## config.mk

```make
export PLATFORM = sky130hd
export DESIGN_NAME = mixed_seq_counter
export DESIGN_NICKNAME = d
export VERILOG_FILES = /design/src/rtl/mixed_seq_pkg.sv /design/src/rtl/seq_excite.sv /design/src/rtl/sr_cell.sv /design/src/rtl/jk_cell.sv /design/src/rtl/tog_cell.sv /design/src/rtl/mixed_seq_counter.sv
export SDC_FILE = /design/constraint.sdc
export NUM_CORES = 1
export LEC_CHECK = 0
export CORE_AREA = 3 3 40 42
export DETAILED_ROUTE_END_ITERATION = 8
export DIE_AREA = 0 0 43 45
export MAX_ROUTING_LAYER = met4
export PLACE_DENSITY = 0.44
export SYNTH_ARGS = -nofsm -noshare
export SYNTH_HDL_FRONTEND = slang
export SYNTH_SLANG_ARGS = --single-unit
```

## constraint.sdc

```tcl
create_clock -name clk -period 1.6 [get_ports clk]
set_input_delay 0.4 -clock clk [delete_from_list [all_inputs] [get_ports clk]]
set_output_delay 0.4 -clock clk [all_outputs]
set_load 0.02 [all_outputs]
```

## src/rtl/mixed_seq_pkg.sv

```systemverilog
// Shared types for the mixed-storage counter.
// Assumes a three-bit state: bit 2 set/reset, bit 1 J/K, bit 0 toggle.
package mixed_seq_pkg;
    localparam int STATE_W = 3;
    localparam logic [STATE_W-1:0] HOME_CODE = '0;

    typedef logic [STATE_W-1:0] state_t;

    // Drive bundle produced by the excitation logic for the three stages
    typedef struct packed {
        logic set_hi;
        logic rst_hi;
        logic j_in;
        logic k_in;
        logic tog;
    } drive_t;
endpackage

```

## src/rtl/seq_excite.sv

```systemverilog
// Excitation logic: derives each stage's drive from the present state.
// Assumes state bit 2 = set/reset stage, bit 1 = J/K, bit 0 = toggle.
module seq_excite
    import mixed_seq_pkg::*;
(
    input  state_t cur,
    output drive_t drv
);
    logic b2, b1, b0;
    assign b2 = cur[2];
    assign b1 = cur[1];
    assign b0 = cur[0];

    // Compute the drive of every stage from the present code
    always_comb begin
        drv.set_hi = b1 ^ b0;
        drv.rst_hi = ~(b1 ^ b0);
        drv.j_in   = b2 & ~b0;
        drv.k_in   = ~b2 & b0;
        drv.tog    = ~(b2 ^ b1) ^ b0;
    end
endmodule

```

## src/rtl/sr_cell.sv

```systemverilog
// Set/reset storage element with synchronous reset, clear and enable.
// Assumes its driver never raises set and reset together.
module sr_cell (
    input  logic clk,
    input  logic rst_n,
    input  logic clr,
    input  logic en,
    input  logic s_in,
    input  logic r_in,
    output logic q
);
    // Hold, set or reset on an enabled edge; clear and reset go to 0
    always_ff @(posedge clk) begin
        if (!rst_n || clr)
            q <= 1'b0;
        else if (en) begin
            case ({s_in, r_in})
                2'b10:   q <= 1'b1;
                2'b01:   q <= 1'b0;
                default: q <= q;
            endcase
        end
    end


    sr_exclusive_chk: assert property (@(posedge clk) disable iff (!rst_n)
        en |-> !(s_in && r_in));
endmodule

```

## src/rtl/jk_cell.sv

```systemverilog
// J/K storage element with synchronous reset, clear and enable.
// Assumes all four J/K combinations are legal (hold, clear, set, invert).
module jk_cell (
    input  logic clk,
    input  logic rst_n,
    input  logic clr,
    input  logic en,
    input  logic j,
    input  logic k,
    output logic q
);
    // Apply the J/K rule on an enabled edge; clear and reset go to 0
    always_ff @(posedge clk) begin
        if (!rst_n || clr)
            q <= 1'b0;
        else if (en) begin
            case ({j, k})
                2'b00: q <= q;
                2'b01: q <= 1'b0;
                2'b10: q <= 1'b1;
                2'b11: q <= ~q;
            endcase
        end
    end


    jk_clear_chk: assert property (@(posedge clk) disable iff (!rst_n)
        (!clr && en && k && !j) |=> !q);
endmodule

```

## src/rtl/tog_cell.sv

```systemverilog
// Toggle storage element with synchronous reset, clear and enable.
// Assumes the drive is valid whenever en is high.
module tog_cell (
    input  logic clk,
    input  logic rst_n,
    input  logic clr,
    input  logic en,
    input  logic t,
    output logic q
);
    // Invert on an enabled edge with t high; clear and reset go to 0
    always_ff @(posedge clk) begin
        if (!rst_n || clr)
            q <= 1'b0;
        else if (en && t)
            q <= ~q;
    end


    tog_hold_chk: assert property (@(posedge clk) disable iff (!rst_n)
        (!clr && en && !t) |=> $stable(q));
endmodule

```

## src/rtl/mixed_seq_counter.sv

```systemverilog
// Top: three-bit counter in the order 0,1,5,4,2,6,7,3 built from
// set/reset, J/K and toggle stages. Assumes synchronous reset and clear.
module mixed_seq_counter
    import mixed_seq_pkg::*;
(
    input  logic         clk,
    input  logic         rst_n,
    input  logic         count_en,
    input  logic         clear,
    output logic [2:0]   count_q
);
    state_t cur;
    drive_t drv;

    seq_excite u_excite (
        .cur (cur),
        .drv (drv)
    );

    sr_cell u_bit2 (
        .clk   (clk),
        .rst_n (rst_n),
        .clr   (clear),
        .en    (count_en),
        .s_in  (drv.set_hi),
        .r_in  (drv.rst_hi),
        .q     (cur[2])
    );

    jk_cell u_bit1 (
        .clk   (clk),
        .rst_n (rst_n),
        .clr   (clear),
        .en    (count_en),
        .j     (drv.j_in),
        .k     (drv.k_in),
        .q     (cur[1])
    );

    tog_cell u_bit0 (
        .clk   (clk),
        .rst_n (rst_n),
        .clr   (clear),
        .en    (count_en),
        .t     (drv.tog),
        .q     (cur[0])
    );

    // Present state goes straight out as the count
    assign count_q = cur;


    reset_home_chk: assert property (@(posedge clk)
        !rst_n |=> (count_q == HOME_CODE));


    clear_home_chk: assert property (@(posedge clk) disable iff (!rst_n)
        clear |=> (count_q == HOME_CODE));


    idle_hold_chk: assert property (@(posedge clk) disable iff (!rst_n)
        (!clear && !count_en) |=> $stable(count_q));


    step_moves_chk: assert property (@(posedge clk) disable iff (!rst_n)
        (!clear && count_en) |=> (count_q != $past(count_q)));
endmodule

```

* Word level (Yosys, flattened, before mapping)
Cells that the tools add are included.
** Word-level totals
- Flip-flop bits (word level) :: 3
- Bits in latches :: 0
- Bits in writable memories :: 0
- Memory bits (read-only) :: 0
- Memories :: 0
** Cells by class
- Add/subtract/negate cells :: 0
- Multiply operators :: 0
- Divide/modulo/power cells :: 0
- Order comparisons :: 0
- Equality and inequality tests :: 5
- Shift-type cells :: 0
- Mux-type cells :: 2
- Bitwise operators :: 11
- Reduce and logical (&&, ||, !) cells :: 7
** Operator list (number)
- 2-bit == test, second input constant :: 3
- 1-bit NOT :: 6
- 2-bit by 1-bit == test with 1-bit output, second input constant :: 2
- 2-bit AND reduction :: 2
- 1-bit one-hot mux with 3 select lines :: 1
- 1-bit XOR :: 3
- 1-bit AND :: 2
- 2-bit zero test :: 1
- 1-bit one-hot mux with 2 select lines :: 1
- 2-bit nonzero test :: 1
- 1-bit logical AND :: 1
- 1-bit zero test :: 1
- 1-bit logical OR :: 1

* Logic depth before layout (Yosys ltp)
Gate-level depths: netlist of run 1.
- Depth in word-level cells :: 5
- Depth in mapped cells :: 5
- Mapped depth without buffers :: 5

* Hierarchy
Synthesis of run 1 repeated with hierarchy kept, for this count alone.
** Unflattened totals
- Cells, all modules :: 21
- Area total of the unflattened synthesis :: 212.7 um2
** Modules (own cells, without submodules)
- sr_cell :: times used 1, cells each 7, area an instance 65.1 um2
- seq_excite :: times used 1, cells each 5, area an instance 52.6 um2
- tog_cell :: times used 1, cells each 5, area an instance 52.6 um2
- jk_cell :: times used 1, cells each 4, area an instance 42.5 um2

* Least setup slack after synthesis of run 1
Ideal clock, no wire load.
- Path type :: flip-flop to flip-flop
- Start point :: register u_bit2.q
- End point :: register u_bit1.q
- Library setup time :: 0.116 ns
- Arrival time :: 1.098 ns
- Required time :: 1.484 ns
- Slack :: 0.386 ns
- Stages on the path, launching flop included :: 6
- Path buffers :: 0
- Period minus slack after synthesis :: 1.214 ns
- Cells stage by stage :: dfxtp_1 inv_1 ha_1 and2b_1 mux2i_1 nor2_1
** Between the ends
- Longest elaborated chain between the ends :: 5
** Ends and longest elaborated chain
- from (decl) :: RTL line sr_cell.sv:10 : output logic q
- from (signal assigned) :: RTL line sr_cell.sv:20 : default: q <= q;
- branches (longest 5 deep; another with 1-bit one-hot mux with 3 select lines)
- to (signal assigned) :: RTL line jk_cell.sv:18 : 2'b00: q <= q;
- to (signal assigned) :: RTL line jk_cell.sv:21 : 2'b11: q <= ~q;
- to (decl) :: RTL line jk_cell.sv:10 : output logic q
Several ways; the timed one is not identified.
A chain may end at the register's enable or synchronous reset.

* Worst setup path after layout of run 1
- Start point :: register u_bit0.q
- End point :: output count_q[0]
** RTL lines
- from (decl) :: RTL line tog_cell.sv:9 : output logic q
- from (signal assigned) :: RTL line tog_cell.sv:16 : q <= ~q;
- to (decl) :: RTL line mixed_seq_counter.sv:10 : output logic [2:0] count_q
No word-level cell between the ends.

==> summary.md, run 1 <==
| Metric | Value |
|---|---|
| TritonCTS Buffers | `3` |
| Maximum vdd drop | `0.309 mV` |
| Vias in the first global route | `139` |
| Largest net degree at the start of global routing | `6` |
| Worst Tran Pin Value | `0.206 ns` |
| Crit path DAT | `0.99 ns` |
| Final worst path period need | `1.39 ns` |
| Max Clock Skew | `0.00153 ns` |
| Syn_nets | `26` |
| Starting Density | `14.8%` |
| RSZ-0062 raised after global routing | `false` |
| Row count | `13` |
| Clk_lat worst skew | `0.23 ns` |
| Netlist cell types | `10` |
| Power per Cell Area | `868 nW/µm²` |
| Fmax | `0.720 GHz` |
| Final Cycle Share | `86.8%` |
| Crit end category | `output pin` |
| Final hold vios | `0` |
| Most frequent cells in the layout | `nor2_1 (3), clkbuf_4 (3), clkdlybuf4s50_1 (3), dlygate4sd2_1 (3), dfxtp_1 (3)` |
| Crit-path cells | `dlygate4sd2_1` |
| Req. time, crit path | `1.20 ns` |
| DIE HEIGHT | `45 µm` |
| Crit path max fanout | `5` |
| Max clock buf depth | `2` |
| Core area | `1280 µm²` |
| Syn_area_per_cell | `9.51 µm²` |
| P_sw | `0.0525 mW` |
| Fin cells | `43` |
| Min-Delay Path Class | `flop to flop` |
| Synthesized area | `190 µm²` |
| I/O pins | `7` |
| Peak per-stage delay on the critical path | `0.40 ns` |
| Number of max-cap violations | `0` |
| Ys Warns | `0` |
| Root Driver | `clkbuf_4` |
| Setup TNS | `0 ns` |
| Synthesized flop and latch total | `3` |
| Drt drc | `0` |
| Outcome | `complete, no violations` |
| CTS Hold Bufs | `0` |
| Router iterations before antenna repair | `2` |
| H-tree levels | `1` |
| CP Launch Type | `flop` |
| Fin nets | `35` |
| Setup CP Type | `flop to output pin` |
| Area of the die | `1940 µm²` |
| Antenna violations before repair | `0` |
| Clock Pin Slew Worst Setup and Hold Paths | `0.04 ns` |
| Vias per std cell | `3.26` |
| WL final | `305 µm` |
| P&R area growth vs syn | `45.4%` |
| Post-synthesis instance total | `20` |
| IO Port Bufs | `6` |
| Leak pwr | `0.120 nW` |
| Antenna Cells | `0` |
| Int Pwr | `0.188 mW` |
| Worst path bufs/invs | `1` |
| Slowest CP cell | `dfxtp_1` |
| Gpl congestion | `0.624` |
| Die X | `43 µm` |
| Post-synthesis sequential area ratio | `31.6%` |
| # clock sinks | `3` |
| Via count | `140` |
| ANT nets after route | `0` |
| Switch share | `21.9%` |
| Layout cell share with drive strength beyond 1 | `17.9%` |
| GRT Resource Usage Total | `4.97%` |
| First-pass GRT wire length | `558 µm` |
| Total gr overflow | `0` |
| Combinational share of power | `11.7%` |
| Clock Power Share | `54.8%` |
| CP delay by family, top | `flip-flops` |
| Wire per inst | `7.09 µm` |
| Initial DRC Count | `1` |
| CTS tree | `built` |
| Placed insts | `39` |
| Detailed placement HPWL | `243 µm` |
| Final slew viol count | `0` |
| Rel. slew slack | `86.3%` |
| Seq pwr share | `33.5%` |
| Setup Viol. Count Final | `0` |
[path summary, 6_finish.rpt]
kind | from | slack (ns) | cells after the start | end
worst max-delay path | u_bit0.q$_SDFFE_PP0P_ | 0.21 | 1 | count_q[0]
worst min-delay path | u_bit1.q$_SDFFE_PP0P_ | 0.58 | 2 | u_bit1.q$_SDFFE_PP0P_
worst max register to register | u_bit2.q$_SDFFE_PP0P_ | 0.34 | 5 | u_bit1.q$_SDFFE_PP0P_
worst min register to register | u_bit1.q$_SDFFE_PP0P_ | 0.58 | 2 | u_bit1.q$_SDFFE_PP0P_
[stage by stage]
stage          total power [mW]  cell area, µm²  hold slack, ns  utilization (%)  setup WS, ns
4_1_cts                   0.250             277           0.588             21.5         0.193
5_1_grt                   0.261             277           0.625             21.5         0.144
3_5_place_dp              0.112             254           0.582             19.8         0.169
2_1_floorplan            0.0981             190           0.491                -         0.386
6_report                  0.240             277           0.581             21.5         0.211
3_3_place_gp              0.111             254           0.572             19.8         0.175
[metal layers]
layer | vias to the layer above | track usage, % | part of all wire [%]
met4 | 0 | 5.42 | 2.6
met2 | 9 | 4.79 | 28
met1 | 54 | 4.34 | 50
li1 | 75 | - | -
met5 | - | - | 0
met3 | 2 | 5.98 | 18
[sequential cells by signal (all words and copies together) (netlist names)]
register,cells
u_bit2.q,1
u_bit0.q,1
u_bit1.q,1
[layout make-up]
| cell class | count | area (µm²) |
|---|---|---|
| Tap cell | 15 | 18.8 |
| Fill cell | 148 | 1010 |
| Sequential cell | 3 | 60.1 |
| Timing Repair Buffer | 7 | 63.8 |
| Multi-Input combinational cell | 12 | 100 |
| Inverter | 2 | 7.51 |
| Clock buffer | 4 | 26.3 |
[cells in the mapped netlist (all sizes together)]
| master | number | area [µm²] |
|---|---|---|
| a211oi | 1 | 12.5 |
| and2b | 1 | 7.51 |
| ha | 2 | 25.0 |
| buf | 3 | 22.5 |
| xnor2 | 2 | 17.5 |
| nand2b | 1 | 6.26 |
| inv | 2 | 7.51 |
| dfxtp | 3 | 60.1 |
| mux2i | 2 | 20.0 |
| nor2 | 3 | 11.3 |
[power by group through the flow]
stage	registers (mW)	logic [mW]	clock network [mW]
after floorplan	0.0811	0.0170	0
after global placement	0.0814	0.0300	0
after detailed placement	0.0817	0.0298	0
after CTS	0.0805	0.0285	0.141
after global routing	0.0811	0.0304	0.149
final	0.0805	0.0281	0.131
[kinds of logic after synthesis]
kind of cell / synth area share (%)
AO/OA/AOI/OAI: 6.58
XOR/XNOR: 9.21
adder cells (fa/ha/maj): 13.2
buffers and inverters: 15.8
flip-flops: 31.6
multiplexers: 10.5
AND/OR/NAND/NOR: 13.2
[timing repair]
| action | in CTS | in global routing |
|---|---|---|
| setup buffers | 0 | 0 |
| endpoints found under the setup margin | 3 | 0 |
| gates resized for setup | 3 | 0 |
| endpoints found under the hold margin | 0 | 0 |
No activity file was read; power rests on OpenSTA's default activity.
==> run 2, diff against run 1 <==
Settings changed: GPL_TIMING_DRIVEN set to 0.
==> summary.md, run 2 (same netlist as run 1, synthesis figures left out) <==
| Metric | Value |
|---|---|
| P&R area growth vs syn | `53.3%` |
| CTS Hold Bufs | `0 (unchanged)` |
| Core area | `1280 µm² (unchanged)` |
| GRT Resource Usage Total | `5.23% (+0.25 points)` |
| Vias per std cell | `3.36 (+3.1%)` |
| TritonCTS Buffers | `3 (unchanged)` |
| Number of max-cap violations | `0 (unchanged)` |
| CTS tree | `built` |
| Min-Delay Path Class | `flop to flop` |
| I/O pins | `7 (unchanged)` |
| Leak pwr | `0.132 nW (+9.4%)` |
| Root Driver | `clkbuf_4` |
| Setup CP Type | `flop to output pin` |
| Via count | `151 (+7.9%)` |
| Layout cell share with drive strength beyond 1 | `23.3% (+5.5 points)` |
| Wire per inst | `7.40 µm (+4.3%)` |
| Starting Density | `14.8% (unchanged)` |
| Crit end category | `output pin` |
| Rel. slew slack | `85.5% (-0.80 points)` |
| Outcome | `complete, no violations` |
| Final hold vios | `0 (unchanged)` |
| ANT nets after route | `0 (unchanged)` |
| Clk_lat worst skew | `0.23 ns (about the same)` |
| Final worst path period need | `1.50 ns (+0.107 ns)` |
| RSZ-0062 raised after global routing | `false` |
| Post-CTS setup repair buffer count | `0 (unchanged)` |
| H-tree levels | `1 (unchanged)` |
| CP Launch Type | `flop` |
| Min setup slack post-route | `0.104 ns (-0.107 ns)` |
| Largest net degree at the start of global routing | `6 (unchanged)` |
| Antenna Cells | `0 (unchanged)` |
| Final slew viol count | `0 (unchanged)` |
| Clock Pin Slew Worst Setup and Hold Paths | `0.04 ns (about the same)` |
| DP Worst Slack | `0.0596 ns (-0.110 ns)` |
| Vias in the first global route | `162 (+17%)` |
| Die X | `43 µm (unchanged)` |
| Setup TNS | `0 ns (unchanged)` |
| Total gr overflow | `0 (unchanged)` |
| Maximum vdd drop | `0.195 mV (-37%)` |
| Final Cycle Share | `93.5% (+6.7 points)` |
| Fmax | `0.668 GHz (-7.2%)` |
| First-pass GRT wire length | `634 µm (+14%)` |
| Row count | `13 (unchanged)` |
| Drt drc | `0 (unchanged)` |
| Detailed placement HPWL | `268 µm (+11%)` |
| Crit path DAT | `1.10 ns (+0.11 ns)` |
| Req. time, crit path | `1.20 ns (about the same)` |
| Power per Cell Area | `829 nW/µm² (-4.5%)` |
| Fin nets | `37 (+5.7%)` |
| Initial DRC Count | `6 (+5)` |
| Area of the die | `1940 µm² (unchanged)` |
| Regs by FF count | `u_bit0.q (1), u_bit1.q (1), u_bit2.q (1)` |
| # fillers | `147 (-0.68%)` |
| # clock sinks | `3 (unchanged)` |
| Gpl congestion | `0.607 (-2.6%)` |
| Worst Tran Pin Value | `0.218 ns (+0.0120 ns)` |
| Router iterations before antenna repair | `3 (+1)` |
| Crit path max fanout | `5 (unchanged)` |
| IO Port Bufs | `6 (unchanged)` |
| Setup Viol. Count Final | `0 (unchanged)` |
| DIE HEIGHT | `45 µm (unchanged)` |
| Max Clock Skew | `0.00129 ns (-0.000232 ns)` |
| WL final | `333 µm (+9.2%)` |
| Post-layout util | `22.7% (+1.2 points)` |
| Antenna violations before repair | `0 (unchanged)` |
| Max clock buf depth | `2 (unchanged)` |
| Post-cts resize count | `3 (unchanged)` |
run 2: path summary, 6_finish.rpt:
path | slack (ns) | cells after the start | end | from
worst max-delay path | 0.10 | 2 | count_q[2] | u_bit2.q$_SDFFE_PP0P_
worst min-delay path | 0.58 | 2 | u_bit0.q$_SDFFE_PP0P_ | u_bit0.q$_SDFFE_PP0P_
worst max register to register | 0.27 | 5 | u_bit1.q$_SDFFE_PP0P_ | u_bit2.q$_SDFFE_PP0P_
worst min register to register | 0.58 | 2 | u_bit0.q$_SDFFE_PP0P_ | u_bit0.q$_SDFFE_PP0P_
run 2: power by group:
group	internal, mW	total (mW)	switching (mW)
clock	0.0934	0.132	0.0388
sequential	0.0775	0.0807	0.00323
combinational	0.0175	0.0288	0.0113
total	0.188	0.242	0.0533
run 2: cell type report:
cell class | instances | area [µm²] | area share, %
buffer | 3 | 22.5 | 7.73
clock buffer | 4 | 26.3 | 9.01
timing repair buffer | 6 | 56.3 | 19.3
inverter | 2 | 7.51 | 2.58
sequential | 3 | 60.1 | 20.6
multi-input combinational | 12 | 100 | 34.3
tap | 15 | 18.8 | 6.44
run 2: per-stage QoR:
step | total power, mW | std cells | cell area, µm² | hold slack [ns]
CTS | 0.250 | 45 | 292 | 0.592
finish | 0.242 | 45 | 292 | 0.585
global placement | 0.112 | 41 | 269 | 0.592
floorplan | 0.0981 | 20 | 190 | 0.491
detailed placement | 0.113 | 41 | 269 | 0.584
global route | 0.258 | 45 | 292 | 0.623
run 2: layer usage:
layer / up-vias / share of wire, % / track usage, %
met5: - / 0 / -
met4: 0 / 2.4 / 5.42
met3: 2 / 12 / 3.98
met2: 9 / 40 / 7.49
met1: 61 / 45 / 4.09
li1: 79 / - / -
run 2: worst max-delay path, cell delays in order, from the launching register on:
cell	delay (ns)
dfxtp_1	0.41
buf_4	0.14
dlygate4sd2_1	0.32
==> run 3, diff against run 2 <==
Settings changed: CTS_BUF_LIST set to sky130_fd_sc_hd__clkbuf_4 sky130_fd_sc_hd__clkbuf_8.
==> summary.md, run 3 (same netlist as run 1, synthesis figures left out) <==
| Metric | Value |
|---|---|
| DIE HEIGHT | `45 µm (unchanged)` |
| Crit end category | `output pin` |
| Largest net degree at the start of global routing | `6 (unchanged)` |
| Antenna Cells | `0 (unchanged)` |
| Crit path DAT | `1.10 ns (about the same)` |
| Commonest non-fill, non-tap cell in the layout | `clkbuf_4` |
| Row count | `13 (unchanged)` |
| Final hold vios | `0 (unchanged)` |
| Die X | `43 µm (unchanged)` |
| P&R area growth vs syn | `55.3%` |
| Vias in the first global route | `162 (unchanged)` |
| Worst r2r path cells | `5 (unchanged)` |
| Crit-path cells | `buf_4 > dlygate4sd2_1` |
| Wire per inst | `7.44 µm (+0.60%)` |
| Final worst path period need | `1.50 ns (+0.000557 ns)` |
| Outcome | `complete, no violations` |
| Rel. slew slack | `85.5% (unchanged)` |
| Setup Viol. Count Final | `0 (unchanged)` |
| CTS Hold Bufs | `0 (unchanged)` |
| Req. time, crit path | `1.20 ns (about the same)` |
| CP Launch Type | `flop` |
| Area of the die | `1940 µm² (unchanged)` |
| Detailed placement HPWL | `268 µm (unchanged)` |
| RSZ-0062 raised after global routing | `false` |
| Levels on crit path | `2 (unchanged)` |
| Fmax | `0.668 GHz (about the same)` |
| Min-Delay Path Class | `flop to flop` |
| Critical Path End | `count_q[2]` |
| Crit path max fanout | `5 (unchanged)` |
| Worst reg2reg endpoint | `u_bit1.q$_SDFFE_PP0P_` |
| Min setup slack post-route | `0.103 ns (-0.000557 ns)` |
| CTS tree | `built` |
| Drt drc | `0 (unchanged)` |
| Final Cycle Share | `93.5% (about the same)` |
| Power per Cell Area | `877 nW/µm² (+5.8%)` |
| Worst path bufs/invs | `2 (unchanged)` |
| Regs by FF count | `u_bit0.q (1), u_bit1.q (1), u_bit2.q (1)` |
| I/O pins | `7 (unchanged)` |
| Core area | `1280 µm² (unchanged)` |
| Max Clock Skew | `0.00149 ns (+0.000193 ns)` |
| TritonCTS Buffers | `3 (unchanged)` |
| Router iterations before antenna repair | `3 (unchanged)` |
| CP delay by family, top | `buffers and inverters` |
| R2r setup slk | `0.27 ns (about the same)` |
| Antenna violations before repair | `0 (unchanged)` |
| Setup CP Type | `flop to output pin` |
| WL final | `335 µm (+0.60%)` |
| Maximum vdd drop | `0.197 mV (+0.93%)` |
| Worst Tran Pin Value | `0.218 ns (unchanged)` |
| Number of max-cap violations | `0 (unchanged)` |
| # clock sinks | `3 (unchanged)` |
| Via count | `151 (unchanged)` |
| Initial DRC Count | `6 (unchanged)` |
| Final slew viol count | `0 (unchanged)` |
| H-tree levels | `1 (unchanged)` |
| Worst reg2reg path startpoint | `u_bit2.q$_SDFFE_PP0P_` |
| First-pass GRT wire length | `634 µm (unchanged)` |
| Critical path origin | `u_bit2.q$_SDFFE_PP0P_` |
| DP Worst Slack | `0.0596 ns (unchanged)` |
| Fin nets | `37 (unchanged)` |
| Vias per std cell | `3.36 (unchanged)` |
| Max clock buf depth | `2 (unchanged)` |
| Clk_lat worst skew | `0.23 ns (about the same)` |
| Slowest CP cell | `dfxtp_1` |
| Layout cell share with drive strength beyond 1 | `26.7% (+3.3 points)` |
| IO Port Bufs | `6 (unchanged)` |
| Gpl congestion | `0.607 (unchanged)` |
| Setup TNS | `0 ns (unchanged)` |
| Peak per-stage delay on the critical path | `0.41 ns (about the same)` |
| Total gr overflow | `0 (unchanged)` |
| Root Driver | `clkbuf_4` |
| Leak pwr | `0.135 nW (+2.6%)` |
| Clock Pin Slew Worst Setup and Hold Paths | `0.04 ns (about the same)` |
| ANT nets after route | `0 (unchanged)` |
| Starting Density | `14.8% (unchanged)` |
| Tot Pwr | `0.259 mW (+7.1%)` |
| GRT Resource Usage Total | `5.23% (unchanged)` |
## run 3: cell counts in the layout (fill, tap and decap cells not counted)
No cell type changed its count.
## run 3: layout make-up
class,instances,area [µm²]
Fill cell,148,990
Multi-Input combinational cell,12,100
Sequential cell,3,60.1
Timing Repair Buffer,6,56.3
Clock buffer,4,30.0
Buffer,3,22.5
Tap cell,15,18.8
Inverter,2,7.51
## run 3: power by group
| part | internal, mW | switching, mW | leakage, nW | total, mW |
|---|---|---|---|---|
| sequential | 0.0775 | 0.00323 | 0.0244 | 0.0807 |
| clock | 0.110 | 0.0391 | 0.0184 | 0.149 |
| combinational | 0.0175 | 0.0113 | 0.0922 | 0.0288 |
## run 3: worst reg2reg max path: stages, from the launching register on
cell	delay (ns)
dfxtp_1	0.41
inv_1	0.07
ha_1	0.28
and2b_1	0.20
mux2i_1	0.21
nor2_1	0.05
## run 3: how the worst min path moves through the flow
| stage | startpoint | end | slack (ns) | depth (start not counted) |
|---|---|---|---|---|
| final | u_bit0.q$_SDFFE_PP0P_ | u_bit0.q$_SDFFE_PP0P_ | 0.58 | 2 |
| after global routing | u_bit0.q$_SDFFE_PP0P_ | u_bit0.q$_SDFFE_PP0P_ | 0.62 | 2 |
| after CTS | u_bit0.q$_SDFFE_PP0P_ | u_bit0.q$_SDFFE_PP0P_ | 0.59 | 2 |
| after detailed placement | u_bit0.q$_SDFFE_PP0P_ | u_bit0.q$_SDFFE_PP0P_ | 0.58 | 2 |
| after global placement | u_bit0.q$_SDFFE_PP0P_ | u_bit0.q$_SDFFE_PP0P_ | 0.59 | 2 |
| after floorplan | count_en | u_bit2.q$_SDFFE_PP0P_ | 0.49 | 1 |
## run 3: metal layers
metal / vias up / global-route usage [%] / wire length [µm]
met2: 9 / 7.49 / 138
met4: 0 / 5.42 / 8
met3: 2 / 3.98 / 39
met5: - / - / 0
met1: 61 / 4.09 / 149
li1: 79 / - / -
## run 3: stage by stage
step | area [µm²] | hold WS, ns | cells | util, %
floorplan | 190 | 0.491 | 20 | -
global placement | 269 | 0.592 | 41 | 20.9
detailed placement | 269 | 0.584 | 41 | 20.9
CTS | 295 | 0.592 | 45 | 23.0
global route | 295 | 0.623 | 45 | 23.0
finish | 295 | 0.585 | 45 | 23.0
## run 3: timing repair
item	CTS	global route
gates resized for setup	3	0
hold endpoints to repair	0	0
endpoints found under the setup margin	3	0
buffers inserted	0	0
